$ cat config.mk
export PLATFORM = sky130hd
export DESIGN_NAME = dma2_steal
export DESIGN_NICKNAME = d
export VERILOG_FILES = /design/src/rtl/dma2_pkg.sv /design/src/rtl/dma2_chan.sv /design/src/rtl/dma2_arb.sv /design/src/rtl/dma2_mover.sv /design/src/rtl/dma2_steal.sv
export SDC_FILE = /design/constraint.sdc
export NUM_CORES = 1
export LEC_CHECK = 0
export ABC_AREA = 1
export BUFFER_PORTS_ARGS = -buffer_cell sky130_fd_sc_hd__buf_2
export CORE_ASPECT_RATIO = 0.9
export CORE_MARGIN = 1
export CORE_UTILIZATION = 40
export CTS_CLUSTER_SIZE = 24
export DETAILED_ROUTE_END_ITERATION = 8
export PLACE_DENSITY = 0.66
export SYNTH_ARGS = -nofsm -noshare
export SYNTH_HDL_FRONTEND = slang
export SYNTH_SLANG_ARGS = --single-unit
export TNS_END_PERCENT = 50
$ cat constraint.sdc
create_clock -name clk -period 8.7 [get_ports clk]
set_clock_uncertainty 0.2 [all_clocks]
set_input_delay 1.74 -clock clk [delete_from_list [all_inputs] [get_ports clk]]
set_output_delay 1.74 -clock clk [all_outputs]
set_load 0.05 [all_outputs]
$ cat src/rtl/dma2_pkg.sv
package dma2_pkg;
  localparam int ADDR_W = 20;
  localparam int CNT_W  = 16;
  localparam int DATA_W = 16;
  localparam int REG_W  = 20;
  localparam int SEL_W  = 3;
  localparam int NSRC   = 1 << SEL_W;
  localparam int NUM_CH = 2;
  localparam int CH_W   = 1;
  localparam int TRIG_BIT = 8;

  localparam logic [2:0] RS_SAR    = 3'd0;
  localparam logic [2:0] RS_DAR    = 3'd1;
  localparam logic [2:0] RS_RELOAD = 3'd2;
  localparam logic [2:0] RS_CTRL   = 3'd3;
  localparam logic [2:0] RS_COUNT  = 3'd4;
  localparam logic [2:0] RS_PTR    = 3'd5;

  typedef struct packed {
    logic [SEL_W-1:0] src_sel;
    logic             rpt;
    logic             dst_fwd;
    logic             src_fwd;
    logic             word;
    logic             en;
  } ctrl_t;

  typedef enum logic [1:0] {MV_IDLE, MV_ARB, MV_RD, MV_WR} mv_state_e;

  // Advance an address by one unit: 2 for words, 1 for bytes.
  function automatic logic [ADDR_W-1:0] ptr_step(input logic [ADDR_W-1:0] p,
                                                 input logic word);
    return p + {{(ADDR_W-2){1'b0}}, word, ~word};
  endfunction

  function automatic logic [CNT_W-1:0] cnt_dec(input logic [CNT_W-1:0] c);
    return c - {{(CNT_W-1){1'b0}}, 1'b1};
  endfunction

  // Byte units keep only the low lane of the read data.
  function automatic logic [DATA_W-1:0] lane_fit(input logic [DATA_W-1:0] d,
                                                 input logic word);
    return word ? d : {8'h00, d[7:0]};
  endfunction
endpackage

$ cat src/rtl/dma2_chan.sv
module dma2_chan
  import dma2_pkg::*;
(
  input  logic              clk,
  input  logic              rst_n,
  input  logic              cfg_we,
  input  logic [2:0]        cfg_sel,
  input  logic [REG_W-1:0]  cfg_wdata,
  input  logic [NSRC-1:0]   req_src,
  input  logic              xfer_done,
  output logic              en,
  output logic              pend,
  output logic              word,
  output logic              rpt,
  output logic              uflow_ev,
  output logic              irq,
  output logic [ADDR_W-1:0] src_addr,
  output logic [ADDR_W-1:0] dst_addr,
  output logic [REG_W-1:0]  rd_data
);
  logic [ADDR_W-1:0] sar_q, dar_q, ptr_q;
  logic [CNT_W-1:0]  reload_q, cnt_q;
  ctrl_t             ctrl_q;
  logic              need_load_q;

  logic              wr_ctrl, sw_trig, req_sel, req_hit, en_rise, err;
  logic [ADDR_W-1:0] base, ptr_eff;
  logic [CNT_W-1:0]  cnt_eff;
  logic              ran_out, hw_stop, pend_n;

  assign wr_ctrl = cfg_we && (cfg_sel == RS_CTRL);
  assign sw_trig = wr_ctrl && cfg_wdata[TRIG_BIT];
  assign req_sel = (ctrl_q.src_sel == '0) ? sw_trig : req_src[ctrl_q.src_sel];
  assign req_hit = req_sel && ctrl_q.en;
  assign en_rise = wr_ctrl && cfg_wdata[0] && !ctrl_q.en;

  assign base    = ctrl_q.src_fwd ? sar_q : dar_q;
  assign ptr_eff = need_load_q ? base : ptr_q;
  assign cnt_eff = need_load_q ? reload_q : cnt_q;
  assign ran_out = (cnt_eff == '0);
  assign hw_stop = xfer_done && ran_out && !ctrl_q.rpt;
  assign err     = ctrl_q.src_fwd && ctrl_q.dst_fwd;

  assign src_addr = ctrl_q.src_fwd ? ptr_eff : sar_q;
  assign dst_addr = (ctrl_q.dst_fwd && !ctrl_q.src_fwd) ? ptr_eff : dar_q;

  assign en       = ctrl_q.en;
  assign word     = ctrl_q.word;
  assign rpt      = ctrl_q.rpt;
  assign uflow_ev = xfer_done && ran_out;

  // Pending: one flag, kept until its unit completes, lost on disable.
  assign pend_n = ((pend && !xfer_done) || req_hit) && ctrl_q.en && !hw_stop &&
                  !(wr_ctrl && !cfg_wdata[0]);

  always_ff @(posedge clk) begin
    if (!rst_n) begin
      sar_q       <= '0;
      dar_q       <= '0;
      ptr_q       <= '0;
      reload_q    <= '0;
      cnt_q       <= '0;
      ctrl_q      <= '0;
      need_load_q <= 1'b0;
      pend        <= 1'b0;
      irq         <= 1'b0;
    end else begin
      pend <= pend_n;
      irq  <= xfer_done && ran_out;
      if (xfer_done) begin
        need_load_q <= 1'b0;
        if (ran_out && ctrl_q.rpt) begin
          cnt_q <= reload_q;
          ptr_q <= base;
        end else begin
          cnt_q <= cnt_dec(cnt_eff);
          ptr_q <= ptr_step(ptr_eff, ctrl_q.word);
        end
        if (hw_stop && !wr_ctrl) ctrl_q.en <= 1'b0;
      end
      if (cfg_we) begin
        case (cfg_sel)
          RS_SAR:    sar_q    <= cfg_wdata[ADDR_W-1:0];
          RS_DAR:    dar_q    <= cfg_wdata[ADDR_W-1:0];
          RS_RELOAD: reload_q <= cfg_wdata[CNT_W-1:0];
          RS_CTRL: begin
            ctrl_q <= ctrl_t'(cfg_wdata[7:0]);
            if (en_rise) need_load_q <= 1'b1;
          end
          default: ;
        endcase
      end
    end
  end

  always_comb begin
    case (cfg_sel)
      RS_SAR:    rd_data = sar_q;
      RS_DAR:    rd_data = dar_q;
      RS_RELOAD: rd_data = {{(REG_W-CNT_W){1'b0}}, reload_q};
      RS_CTRL:   rd_data = {{(REG_W-10){1'b0}}, err, 1'b0, ctrl_q};
      RS_COUNT:  rd_data = {{(REG_W-CNT_W){1'b0}}, cnt_q};
      RS_PTR:    rd_data = ptr_q;
      default:   rd_data = '0;
    endcase
  end
endmodule

$ cat src/rtl/dma2_arb.sv
module dma2_arb
  import dma2_pkg::*;
(
  input  logic [NUM_CH-1:0] ready,
  output logic              any,
  output logic [CH_W-1:0]   pick
);
  // Walk from the highest index down so the lowest ready index wins.
  always_comb begin
    any  = |ready;
    pick = '0;
    for (int i = NUM_CH - 1; i >= 0; i--) begin
      if (ready[i]) pick = CH_W'(i);
    end
  end
endmodule

$ cat src/rtl/dma2_mover.sv
module dma2_mover
  import dma2_pkg::*;
(
  input  logic              clk,
  input  logic              rst_n,
  input  logic              any,
  input  logic [CH_W-1:0]   pick,
  input  logic [NUM_CH-1:0] en_vec,
  input  logic [ADDR_W-1:0] act_src,
  input  logic [ADDR_W-1:0] act_dst,
  input  logic              act_word,
  input  logic              bus_gnt,
  input  logic              bus_rdy,
  input  logic [DATA_W-1:0] bus_rdata,
  output logic [CH_W-1:0]   act,
  output logic              busy,
  output logic              start_ev,
  output logic              done_ev,
  output logic              abort_ev,
  output logic              bus_req,
  output logic              bus_rd,
  output logic              bus_wr,
  output logic              bus_word,
  output logic [ADDR_W-1:0] bus_addr,
  output logic [DATA_W-1:0] bus_wdata
);
  mv_state_e         state_q;
  logic [DATA_W-1:0] data_q;

  assign busy     = (state_q != MV_IDLE);
  assign start_ev = (state_q == MV_IDLE) && any;
  assign abort_ev = busy && !en_vec[act];
  assign done_ev  = (state_q == MV_WR) && bus_rdy && !abort_ev;

  assign bus_req   = busy;
  assign bus_rd    = (state_q == MV_RD);
  assign bus_wr    = (state_q == MV_WR);
  assign bus_word  = act_word;
  assign bus_addr  = (state_q == MV_WR) ? act_dst : act_src;
  assign bus_wdata = data_q;

  always_ff @(posedge clk) begin
    if (!rst_n) begin
      state_q <= MV_IDLE;
      act     <= '0;
      data_q  <= '0;
    end else if (abort_ev) begin
      state_q <= MV_IDLE;
    end else begin
      case (state_q)
        MV_IDLE: if (any) begin
          act     <= pick;
          state_q <= MV_ARB;
        end
        MV_ARB:  if (bus_gnt) state_q <= MV_RD;
        MV_RD:   if (bus_rdy) begin
          data_q  <= lane_fit(bus_rdata, act_word);
          state_q <= MV_WR;
        end
        MV_WR:   if (bus_rdy) state_q <= MV_IDLE;
        default: state_q <= MV_IDLE;
      endcase
    end
  end
endmodule

$ cat src/rtl/dma2_steal.sv
module dma2_steal
  import dma2_pkg::*;
(
  input  logic              clk,
  input  logic              rst_n,
  input  logic              reg_we,
  input  logic [3:0]        reg_addr,
  input  logic [REG_W-1:0]  reg_wdata,
  output logic [REG_W-1:0]  reg_rdata,
  input  logic [NSRC-1:0]   req_src,
  output logic              bus_req,
  input  logic              bus_gnt,
  input  logic              bus_rdy,
  output logic              bus_rd,
  output logic              bus_wr,
  output logic              bus_word,
  output logic [ADDR_W-1:0] bus_addr,
  output logic [DATA_W-1:0] bus_wdata,
  input  logic [DATA_W-1:0] bus_rdata,
  output logic [NUM_CH-1:0] irq
);
  logic [NUM_CH-1:0] en_vec, pend_vec, word_vec, rpt_vec, uflow_vec, rdy_vec, done_vec;
  logic [ADDR_W-1:0] src_vec [NUM_CH];
  logic [ADDR_W-1:0] dst_vec [NUM_CH];
  logic [REG_W-1:0]  rd_vec  [NUM_CH];

  logic            any, busy, start_ev, done_ev, abort_ev;
  logic [CH_W-1:0] start_pick, act;

  assign rdy_vec = pend_vec & en_vec;

  for (genvar i = 0; i < NUM_CH; i++) begin : g_ch
    assign done_vec[i] = done_ev && (act == CH_W'(i));
    dma2_chan u_chan (
      .clk      (clk),
      .rst_n    (rst_n),
      .cfg_we   (reg_we && (reg_addr[3] == 1'(i))),
      .cfg_sel  (reg_addr[2:0]),
      .cfg_wdata(reg_wdata),
      .req_src  (req_src),
      .xfer_done(done_vec[i]),
      .en       (en_vec[i]),
      .pend     (pend_vec[i]),
      .word     (word_vec[i]),
      .rpt      (rpt_vec[i]),
      .uflow_ev (uflow_vec[i]),
      .irq      (irq[i]),
      .src_addr (src_vec[i]),
      .dst_addr (dst_vec[i]),
      .rd_data  (rd_vec[i])
    );
  end

  assign reg_rdata = rd_vec[reg_addr[3]];

  dma2_arb u_arb (
    .ready(rdy_vec),
    .any  (any),
    .pick (start_pick)
  );

  dma2_mover u_mover (
    .clk      (clk),
    .rst_n    (rst_n),
    .any      (any),
    .pick     (start_pick),
    .en_vec   (en_vec),
    .act_src  (src_vec[act]),
    .act_dst  (dst_vec[act]),
    .act_word (word_vec[act]),
    .bus_gnt  (bus_gnt),
    .bus_rdy  (bus_rdy),
    .bus_rdata(bus_rdata),
    .act      (act),
    .busy     (busy),
    .start_ev (start_ev),
    .done_ev  (done_ev),
    .abort_ev (abort_ev),
    .bus_req  (bus_req),
    .bus_rd   (bus_rd),
    .bus_wr   (bus_wr),
    .bus_word (bus_word),
    .bus_addr (bus_addr),
    .bus_wdata(bus_wdata)
  );
endmodule

Yosys cells after proc, flatten, opt, wreduce, memory -nomap -nowiden
Cells that the tools add are included.
{ "op_classes": {"addsub": 4, "n_lt_le_gt_ge": 5, "eq_ne": 12, "mux": 60, "bitwise": 9, "n_reduce_logical": 78} }
{ "ops": {"columns": ["cell", "count"], "rows": [
  ["$mux W20", 20],
  ["$pmux W20 S6", 2],
  ["$mux W16", 5],
  ["$add A20 B2 Y20", 2],
  ["$logic_and A1 B1 Y1", 39],
  ["$logic_not A16 Y1", 2],
  ["$sub A16 B1 Y16 const B", 2],
  ["$mux W1", 26],
  ["$logic_not A1 Y1", 17],
  ["$reduce_and A2 Y1", 8],
  ["$logic_not A3 Y1", 3],
  ["$lt A3 B4 Y1 const B", 2],
  ["$mux W2", 4],
  ["$ne A2 B2 Y1 const B", 4],
  ["$pmux W2 S4", 1],
  ["$bmux W1 S3", 2],
  ["$eq A3 B2 Y1 const B", 2],
  ["$eq A3 B3 Y1 const B", 2],
  ["$not A1 Y1", 6],
  ["$reduce_and A3 Y1", 2],
  ["$eq A2 B2 Y1 const B", 2],
  ["$ge A2 B2 Y1 const B", 2],
  ["$not A1 Y2", 2],
  ["$reduce_and A4 Y1", 1],
  ["8 further kinds", 10]
]} }
{ "totals": {"register_bits": 225, "inputBits": 53, "output_inout_bits": 62, "elab_cells": 199} }

Depth between registers and ports, before layout
Gate-level depths: netlist (run 1).
{ "logic_depth": {"word_depth": 14, "mapped_depth": 21, "mapped_depth_nobuf": 19} }

Modules after synthesis
From an unflattened synthesis (run 1), not the netlist that was laid out.
{ "unflattened": {"cells_unflattened": 2620, "area_unflattened_um2": 15656.3} }
{ "by_module_without_submodules": {"columns": ["module", "n_inst", "cells_each", "area_per_inst_um2", "seq_area_each_um2"], "rows": [
  ["dma2_chan (g_ch[0].u_chan)", 1, 1091, 6792.8, 2062.0],
  ["dma2_chan (g_ch[1].u_chan)", 1, 1090, 6678.9, 2062.0],
  ["dma2_mover", 1, 225, 1272.5, 380.4],
  ["dma2_steal", 1, 210, 897.1, 0.0],
  ["dma2_arb", 1, 4, 15.0, 0.0]
]} }

Least setup slack after synthesis (run 1)
No wires, ideal clock.
{ "synth_timing": {"path_type": "input port to output port", "startpoint": "in reg_addr[2]", "endpoint": "out reg_rdata[16]", "arrival_ns": 4.004, "required_time_ns": 6.760, "slack_ns": 2.756, "cell_stages": 8, "n_path_buf": 3, "cell_sequence": "buf_2 inv_1 nand2_1 inv_1 buf_2 buf_2 nand2_1 a311oi_1"} }
{ "synth_via": {"elab_chain_len": 5} }
{ "synth_rtl": {"columns": ["element", "line_no", "text"], "rows": [
  ["from (decl)", "dma2_steal.sv:7", "input logic [3:0] reg_addr,"],
  ["$eq A3 B3 Y1 (tied with other cells)", "dma2_chan.sv:97", "case (cfg_sel)"],
  ["$pmux W20 S6", "dma2_chan.sv:97", null],
  ["$mux W20 (implied by the code) (*) (3 in a row)", "dma2_steal.sv:54", "assign reg_rdata = rd_vec[reg_addr[3]];"],
  ["to (decl)", "dma2_steal.sv:9", "output logic [REG_W-1:0] reg_rdata,"]
]} }
Every way passes the cells marked *; elsewhere a longest branch is shown, timed or not. The select of a mux whose other input is x is not followed.

Worst setup path in the final report (run 1)
{ "layout_timing": {"startpoint": "in reg_addr[1]", "endpoint": "out reg_rdata[5]"} }
The elaborated chain is that of the path after synthesis.

==> parameters.txt, run 1 <==
Parameter                              Value

CTS
  Number of levels in the clock H-tree ... 1
  Clock input transition at the sequential cells of the worst setup and hold paths ... 0.06 ns
  Clock buffers created by TritonCTS ... 26
  TritonCTS clock tree ... yes
  CTS max path bufs ... 3
  Post-CTS resize count ... 0
  Number of buffers added to fix hold violations after cts ... 0
  Clock latency reported for the late side of the worst-skew pair ... around 0.56 ns
  Clock sink count ... 225
  Clock tree root driver cell ... clkbuf_16
  Total setup buffers inserted after CTS ... 0

Floorplan
  Number of cell rows ... 66
  Die Area ... roughly 38000 um2
  Width of the chip ... 206 um
  Die boundary height ... ~190 um
  Total I/O pin count ... 115
  Floorplan core area ... 36500 um2
  Initial standard-cell utilization of the core ... 41.1%

Route
  Via density per instance ... between 5 and 6
  Total met3 wirelength after detailed routing ... 6.60 mm
  Detailed-routing iteration count for the pre-antenna-repair pass ... 6
  Number of DRC violations after detailed-routing iteration 0 ... 2187
  Count of nets left with antenna violations after detail routing ... 0
  Routed Wire Length ... roughly 60 mm
  Routed WL per cell ... 20.3 um
  Max layer used ... met4
  Routed metal-1 wirelength ... 24.6 mm
  Met2 routed WL ... about 25 mm
  Routed via count ... 17100
  DRC Markers ... 0

Timing
  Minimum period implied by the final worst setup slack ... 6.38 ns
  Final-report max-slew violation count ... 0
  Number of failing hold endpoints at the final stage ... 0
  # setup viols final ... 0
  Final critical-path share of the clock period ... around 73%
  Sum Neg Setup Slack ... 0 ns
  Headroom to the max-slew limit ... 11.9%
  Achievable clock frequency ... 0.157 GHz
  Worst slack on hold paths ... between 0.2 and 0.25 ns
  Slew at the pin with the worst max-slew slack ... approximately 1.3 ns
  Unrepaired setup endpoints after global routing ... false

Power
  Peak supply drop ... approximately 150 uV
  Power Density ... between 150 and 200 nW/um2
  Total power after layout ... 0.00268 W
  Leakage dissipation ... 7.20 nW

Setup path
  Worst Path Max Fanout ... 19
  Number of cells on the worst reg-to-reg path ... 17
  Endpoint of the worst register-to-register path ... g_ch[0].u_chan.ptr_q[16]$_SDFFE_PN0N_
  Startpoint of the worst register-to-register path ... g_ch[0].u_chan.ctrl_q[2]$_SDFFE_PN0N_
  Critical path startpoint ... reg_addr[1]
  CP endpoint ... reg_rdata[5]
  Kind of capture point of the worst setup path ... output pin
  Required time reported for the critical path endpoint ... 6.76 ns
  Critical Path Source Type ... input pin
  Worst-case register-to-register setup slack ... between 3 and 4 ns
  CP Class ... in -> out
  Arrival time of data at the critical path endpoint ... 4.44 ns

Yosys
  Syn Area/Cell ... 6.26 um2
  Seq/Total Area, Yosys ... about 30%
  Post-synthesis cell count ... 2396
  Number of storage elements in the synthesis netlist ... around 230
  Synth Warn # ... 0
  Post-synthesis net count ... 2464
  Summed instance area of the synthesized netlist ... 15000 um2
  Distinct cell type count after synthesis ... 57

Placed design
  Cell Count Post-Placement ... 2866
  Quantity of I/O buffers inserted on ports ... ~110
  Final estimated routing congestion in global placement ... 0.972
  Placed wire-length estimate ... 40.7 mm

Global route
  Largest net degree at the start of global routing ... 91
  Antenna violations before repair ... 1
  Number of global-route vias before repair ... 15600
  Gr usage total ... 30.4%
  First-pass GRT wire length ... 89.4 mm
  Total congestion overflow ... 0

Finish
  Layout Cells excl Fill ... 2913
  Layout overhead on the synthesized area ... 9.95%
  Share of final-layout standard cells stronger than drive strength 1 ... 10.2%
  Post-layout utilization of the core ... a little under half
  Number of nets in the final layout ... 2486

Worst hold path
  Hold/Removal Path Class ... reg -> reg
  Hold Path Depth ... 2

Flow run
  Max-capacitance violation count ... 0

Run status
  Result of the run ... complete, no violations
[cells by family after synthesis]
logic type	after synthesis	synth area share (%)
compound gates	720	27.1
xor+xnor	32	1.87
mux	18	1.20
fa+ha+maj	15	1.35
simple gates	940	26.1
buf+inv	446	12.4
flops	225	30.0
[cells in the mapped netlist (all sizes together)]
| cell | n | area (um2) |
|---|---|---|
| nor2 | 323 | 1270 |
| a22o | 2 | 17.5 |
| nor3 | 23 | 143 |
| a21oi | 191 | 978 |
| o21a | 5 | 37.5 |
| nor4 | 2 | 12.5 |
| o221ai | 6 | 52.6 |
| o32ai | 1 | 8.76 |
| buf | 48 | 365 |
| dfxtp | 225 | 4500 |
| a211oi | 10 | 75.1 |
| clkbuf | 98 | 368 |
| mux2i | 18 | 180 |
| o31ai | 9 | 67.6 |
| xnor2 | 6 | 52.6 |
| o2111ai | 2 | 17.5 |
| a21o | 1 | 7.51 |
| nand3b | 11 | 82.6 |
| a2111oi | 7 | 61.3 |
| inv | 295 | 1110 |
| a221o | 1 | 10.0 |
| nand3 | 119 | 621 |
| xor2 | 26 | 228 |
| a221oi | 9 | 78.8 |
| a32o | 3 | 30.0 |
| ha | 13 | 163 |
| a31o | 2 | 17.5 |
| fa | 2 | 40.0 |
| nand4 | 12 | 75.1 |
| o41ai | 3 | 26.3 |
| a22oi | 3 | 22.5 |
| or2 | 5 | 31.3 |
| o22ai | 70 | 438 |
| o21bai | 1 | 7.51 |
| o21ai | 359 | 1820 |
| a311oi | 1 | 8.76 |
| nand2 | 442 | 1660 |
| and2 | 3 | 18.8 |
| clkinv | 5 | 18.8 |
| o211ai | 25 | 218 |
| a31oi | 9 | 62.6 |
[worst max-delay path: stages]
cell and delay [ns]:
buf_2 0.14, nor2_2 0.31, nand2_1 0.08, buf_4 0.26, inv_1 0.50, buf_4 0.36, nand2_1 0.07, o21ai_0 0.08
a2111oi_0 0.12, nor3_1 0.41, buf_2 0.34
[worst min-delay path by stage]
stage                                           from                                     to  slack (ns)
6_report           u_mover.bus_wdata[2]$_SDFFE_PN0P_      u_mover.bus_wdata[2]$_SDFFE_PN0P_        0.24
5_1_grt            u_mover.bus_wdata[1]$_SDFFE_PN0P_      u_mover.bus_wdata[1]$_SDFFE_PN0P_        0.26
4_1_cts            u_mover.bus_wdata[3]$_SDFFE_PN0P_      u_mover.bus_wdata[3]$_SDFFE_PN0P_        0.25
3_5_place_dp       u_mover.bus_wdata[3]$_SDFFE_PN0P_      u_mover.bus_wdata[3]$_SDFFE_PN0P_        0.24
3_3_place_gp       u_mover.bus_wdata[6]$_SDFFE_PN0P_      u_mover.bus_wdata[6]$_SDFFE_PN0P_        0.23
2_1_floorplan  g_ch[1].u_chan.cnt_q[12]$_SDFFE_PN0N_  g_ch[1].u_chan.cnt_q[12]$_SDFFE_PN0N_        0.24
[per-layer routing]
metal,vias to the layer above,global-route usage (%)
met2,1102,46.4
li1,7988,-
met5,-,0
met4,0,12.8
met1,7859,42.0
met3,187,5.22
[layout by cell type, fill, tap and decap left out, types with 7 or more instances in the layout]
master / Yosys / routed
dfxtp_1: 225 / 223
nor3_1: 20 / 20
inv_1: 282 / 282
nand4_1: 12 / 12
a221oi_1: 9 / 9
mux2i_1: 18 / 18
o21ai_0: 306 / 306
a31oi_1: 8 / 8
clkbuf_8: 0 / 7
o22ai_1: 70 / 70
inv_2: 13 / 13
nand3_1: 114 / 114
ha_1: 13 / 12
nor2_1: 305 / 304
a211oi_1: 10 / 10
o31ai_1: 9 / 9
buf_2: 19 / 112
a21oi_1: 185 / 185
nand2_1: 441 / 441
a2111oi_0: 7 / 7
buf_4: 7 / 28
o211ai_1: 19 / 19
nand3b_1: 11 / 11
nor2_2: 16 / 17
xor2_1: 26 / 26
clkbuf_16: 0 / 27
o21ai_1: 47 / 47
[power breakdown]
group | internal [W] | switching [W]
sequential | 0.00106 | 0.0000216
clock | 0.000653 | 0.000469
combinational | 0.000123 | 0.000351
total | 0.00184 | 0.000842
[area by class of cell]
type | instances | area, um2
fillers | 3858 | 20000
flip-flops and latches | 225 | 4510
inverters | 300 | 1130
clock inverters | 6 | 55.1
well taps | 476 | 596
diodes | 1 | 2.50
multi-input cells | 1725 | 8640
repair buffers | 140 | 771
clock buffers | 40 | 795
[state kept, by name (all words and copies together), names as in the netlist, 10 cells and up]
signal	count
g_ch.u_chan.dar_q	40
g_ch.u_chan.ptr_q	40
g_ch.u_chan.sar_q	40
g_ch.u_chan.cnt_q	32
g_ch.u_chan.reload_q	32
u_mover.bus_wdata	16
g_ch.u_chan.ctrl_q	10
[through the flow]
stage          setup WS, ns  area (um2)
2_1_floorplan          2.76       15000
3_3_place_gp           2.49       15600
3_5_place_dp           2.46       15600
4_1_cts                2.46       16500
5_1_grt                2.24       16500
6_report               2.32       16500
Power figures use the tool's default switching activity.
==> inputs of run 2 (changes only) <==
--- a/config.mk
+++ b/config.mk
@@ -5,14 +5,14 @@
 export SDC_FILE = /design/constraint.sdc
 export NUM_CORES = 1
 export LEC_CHECK = 0
-export ABC_AREA = 1
+export ABC_AREA = 0
 export BUFFER_PORTS_ARGS = -buffer_cell sky130_fd_sc_hd__buf_2
 export CORE_ASPECT_RATIO = 0.9
 export CORE_MARGIN = 1
 export CORE_UTILIZATION = 40
 export CTS_CLUSTER_SIZE = 24
 export DETAILED_ROUTE_END_ITERATION = 8
-export PLACE_DENSITY = 0.66
+export PLACE_DENSITY = 0.68
 export SYNTH_ARGS = -nofsm -noshare
 export SYNTH_HDL_FRONTEND = slang
 export SYNTH_SLANG_ARGS = --single-unit
==> constraint.sdc (replaced) <==
create_clock -name clk -period 5.65 [get_ports clk]
set_clock_uncertainty 0.2 [all_clocks]
set_input_delay 1.13 -clock clk [delete_from_list [all_inputs] [get_ports clk]]
set_output_delay 1.13 -clock clk [all_outputs]
set_load 0.05 [all_outputs]
==> run 2 against run 1 <==
  * Worst hold slack better by 0.016 ns
  * Largest power group unchanged
  * Worst setup slack worse by 1.6 ns
  * Critical endpoint is now bus_addr[7]
  * Non-clock buffer count up 10
==> parameters.txt, run 2 <==
Parameter                              Value

Timing
  # setup viols final ... 0 (unchanged)
  Headroom to the max-slew limit ... 17.4% (was 11.9%)
  Unrepaired setup endpoints after global routing ... false (unchanged)
  Slew at the pin with the worst max-slew slack ... 1.24 ns (was 1.32 ns)
  Sum Neg Setup Slack ... 0 ns (unchanged)
  Final-report max-slew violation count ... 0 (unchanged)
  Final critical-path share of the clock period ... 87.2%
  Achievable clock frequency ... 0.203 GHz
  Number of failing hold endpoints at the final stage ... 0 (unchanged)
  Minimum period implied by the final worst setup slack ... 4.93 ns

Flow run
  Max-capacitance violation count ... 0 (unchanged)

Floorplan
  Die Area ... 39000 um2 (was 38300 um2)
  Number of cell rows ... 67 (was 66)
  Width of the chip ... 208 um (was 206 um)
  Die boundary height ... 188 um (was 186 um)
  Floorplan core area ... 37500 um2 (was 36500 um2)
  Initial standard-cell utilization of the core ... 40.8% (was 41.1%)
  Total I/O pin count ... 115 (unchanged)

Finish
  Share of final-layout standard cells stronger than drive strength 1 ... 12.6% (was 10.2%)
  Register area ... 4510 um2 (about the same)
  Highest-count cells in the layout ignoring fill and taps ... 427 x nand2_1, 292 x a21oi_1, 221 x dfxtp_1 (was 441 x nand2_1, 306 x o21ai_0, 304 x nor2_1)
  Commonest non-fill, non-tap cell in the layout ... nand2_1 (unchanged)
  Number of nets in the final layout ... 2179 (was 2486)
  Final antenna diode count ... 0 (was 1)
  Filler cells ... 3715 (was 3858)
  Final Cell Area ... 16900 um2 (was 16500 um2)
  Regs by FF count ... g_ch.u_chan.dar_q x40, g_ch.u_chan.ptr_q x40, g_ch.u_chan.sar_q x40 (unchanged)
  Layout overhead on the synthesized area ... 10.1% (was 9.95%)
  Multi-input logic area ... 9940 um2 (was 8640 um2)

Setup path
  CP Class ... reg -> out (was in -> out)
  Worst Path Max Fanout ... 60 (was 19)
  Sequence of cells on the critical path ... buf_4 -> nor2_1 -> a21oi_1 -> o22ai_1 -> o21ai_0 -> o211ai_1 -> o21ai_0 -> buf_2 (was buf_2 -> nor2_2 -> nand2_1 -> buf_4 -> inv_1 -> buf_4 -> nand2_1 -> o21ai_0 -> a2111oi_0 -> nor3_1 -> buf_2)
  Arrival time of data at the critical path endpoint ... 3.60 ns (was 4.44 ns)
  Number of cells on the worst reg-to-reg path ... 11 (was 17)
  Critical path startpoint ... g_ch[1].u_chan.need_load_q$_SDFF_PN0_ (was reg_addr[1])
  Endpoint of the worst register-to-register path ... g_ch[1].u_chan.ptr_q[10]$_SDFFE_PN0N_ (was g_ch[0].u_chan.ptr_q[16]$_SDFFE_PN0N_)
  Kind of capture point of the worst setup path ... output pin (unchanged)
  Worst-case register-to-register setup slack ... 1.43 ns (was 3.99 ns)
  Critical Path Source Type ... flip-flop (was input pin)
  Cell type with the highest occurrence count on the critical path ... o21ai_0
  Required time reported for the critical path endpoint ... 4.32 ns (was 6.76 ns)
  Slowest stage delay, CP ... 0.80 ns (was 0.50 ns)
  Startpoint of the worst register-to-register path ... g_ch[1].u_chan.need_load_q$_SDFF_PN0_ (was g_ch[0].u_chan.ctrl_q[2]$_SDFFE_PN0N_)
  Cell with the largest stage delay on the worst path ... dfxtp_4 (was inv_1)

Yosys
  Number of enable-type register cells in the synthesized netlist ... 0 (unchanged)
  Distinct cell type count after synthesis ... 81 (was 57)
  Most instantiated library cell after synthesis ... nand2_1 (unchanged)
  Area leader, netlist ... dfxtp_1 (unchanged)
  Seq/Total Area, Yosys ... 29.4% (was 30.0%)
  Post-synthesis cell count ... 2121 (was 2396)
  Synth Flop Type ... dfxtp_1 (unchanged)
  Post-synthesis net count ... 2189 (was 2464)
  Top cells by area, synth ... dfxtp_1 29%, nand2_1 10%, a21oi_1 9.6% (was dfxtp_1 30%, nand2_1 11%, o21ai_0 10%)
  Syn Area/Cell ... 7.21 um2 (was 6.26 um2)
  Area share of the largest cell type after synthesis ... 29.4% (was 30.0%)
  Number of storage elements in the synthesis netlist ... 225 (unchanged)
  Leading cell types by count after synthesis ... 427 x nand2_1, 293 x a21oi_1, 225 x dfxtp_1 (was 441 x nand2_1, 306 x o21ai_0, 305 x nor2_1)
  Synth Warn # ... 0 (unchanged)
  Share of flip-flops with an asynchronous set or reset ... 0% (unchanged)
  Summed instance area of the synthesized netlist ... 15300 um2 (was 15000 um2)

CTS
  Post-CTS resize count ... 0 (unchanged)
  Clock buffers created by TritonCTS ... 26 (unchanged)
  Number of buffers added to fix hold violations after cts ... 0 (unchanged)
  Clock input transition at the sequential cells of the worst setup and hold paths ... 0.05 ns (was 0.06 ns)
  Number of levels in the clock H-tree ... 1 (unchanged)
  Clock latency reported for the late side of the worst-skew pair ... 0.57 ns (was 0.56 ns)
  Total setup buffers inserted after CTS ... 0 (unchanged)
  CTS max path bufs ... 3 (unchanged)
  Clock sink count ... 225 (unchanged)
  Clock tree root driver cell ... clkbuf_16 (unchanged)
  TritonCTS clock tree ... yes (unchanged)

Placed design
  Post-Place Cell Area ... 16000 um2 (was 15600 um2)
  Placed wire-length estimate ... 39.3 mm (was 40.7 mm)
  Final estimated routing congestion in global placement ... 0.952 (was 0.972)
  Quantity of I/O buffers inserted on ports ... 113 (unchanged)

Route
  Count of nets left with antenna violations after detail routing ... 0 (unchanged)
  Detailed-routing iteration count for the pre-antenna-repair pass ... 8 (was 6)
  Routed via count ... 16900 (was 17100)
  Routed WL per cell ... 22.4 um (was 20.3 um)
  DRC Markers ... 0 (unchanged)
  Routed Wire Length ... 58.6 mm (was 59.2 mm)
  Number of DRC violations after detailed-routing iteration 0 ... 2095 (was 2187)
  Via density per instance ... 6.45 (was 5.88)

Worst hold path
  Hold path endpoint ... u_mover.bus_wdata[6]$_SDFFE_PN0P_ (was u_mover.bus_wdata[2]$_SDFFE_PN0P_)
  Hold Path Depth ... 2 (unchanged)
  Hold/Removal Path Class ... reg -> reg (unchanged)
  Worst min-delay path startpoint ... u_mover.bus_wdata[6]$_SDFFE_PN0P_ (was u_mover.bus_wdata[2]$_SDFFE_PN0P_)

Power
  Peak supply drop ... 168 uV (was 146 uV)
  Leakage dissipation ... 5.68 nW (was 7.20 nW)
  Power Density ... 219 nW/um2 (was 162 nW/um2)

Global route
  Largest net degree at the start of global routing ... 117 (was 91)
  Antenna violations before repair ... 0 (was 1)
  Number of global-route vias before repair ... 15600 (about the same)
  First-pass GRT wire length ... 89.3 mm (was 89.4 mm)
  Total congestion overflow ... 0 (unchanged)
  Gr usage total ... 29.0% (was 30.4%)

Run status
  Result of the run ... complete, no violations (unchanged)
==> run 2: changes by cell type after synthesis, moves of 66 or more <==
cell / delta
inv_1: -259
nor2_1: -176
a21oi_1: +108
nand3_1: -66
o21ai_0: -201
mux2i_1: +79
==> run 2: how the worst max path moves through the flow <==
stage	end	slack [ns]
floorplan	reg_rdata[9]	0.89
global placement	reg_rdata[2]	0.86
detailed placement	reg_rdata[9]	0.85
CTS	reg_rdata[13]	0.84
global route	bus_addr[13]	0.58
finish	bus_addr[7]	0.72
==> run 2: layout make-up <==
| class | count | area share [%] |
|---|---|---|
| Timing Repair Buffer | 150 | 5.00 |
| Inverter | 25 | 0.586 |
| Multi-Input combinational cell | 1683 | 58.9 |
| Clock buffer | 44 | 4.80 |
| Sequential cell | 225 | 26.8 |
| Clock inverter | 4 | 0.290 |
| Tap cell | 483 | 3.59 |
==> run 2: critical path: cells and delay by family (launching register included) <==
family | cells | cell delay (ns)
AOI/OAI and AO/OA | 5 | 1.18
buffers and inverters | 2 | 0.90
DFF | 1 | 0.80
and+or+nand+nor | 1 | 0.09
==> run 2: where the power goes <==
part / internal, W / switching [W] / leakage [nW]
registers: 0.00160 / 0.0000222 / 1.82
logic: 0.0000847 / 0.000236 / 3.44
clock network: 0.00101 / 0.000738 / 0.421
total: 0.00270 / 0.000996 / 5.68
==> run 2: per-layer routing <==
layer / track usage [%] / up-vias / share of wire [%] / wire length [um]
met2: 43.2 / 1072 / 42 / 24600
met3: 6.60 / 189 / 12 / 7120
met5: 0 / - / 0 / 0
met4: 14.1 / 0 / 4.9 / 2900
li1: - / 7633 / - / -
met1: 39.3 / 7956 / 41 / 23900
==> run 2: metrics by stage <==
step | hold WS (ns) | util [%] | std cells | power [W] | worst slack, ns
floorplan | 0.245 | - | 2121 | 0.00185 | 0.888
global placement | 0.238 | 42.7 | 2566 | 0.00196 | 0.863
detailed placement | 0.247 | 42.7 | 2566 | 0.00196 | 0.854
CTS | 0.256 | 45.0 | 2614 | 0.00370 | 0.838
global route | 0.264 | 45.0 | 2614 | 0.00378 | 0.579
finish | 0.255 | 45.0 | 2614 | 0.00369 | 0.722
==> run 2: kinds of logic (layout without fill, tap and decap cells) <==
kind of cell	after synthesis	in the layout	share of synthesized area [%]
DFF	225	225	29.4
muxes	139	139	9.76
buffers and inverters	213	223	5.93
adders and majority gates	15	15	1.32
and+or+nand+nor	804	804	23.8
xor gates and xnor gates	33	33	1.89
AOI/OAI and AO/OA	692	692	27.9
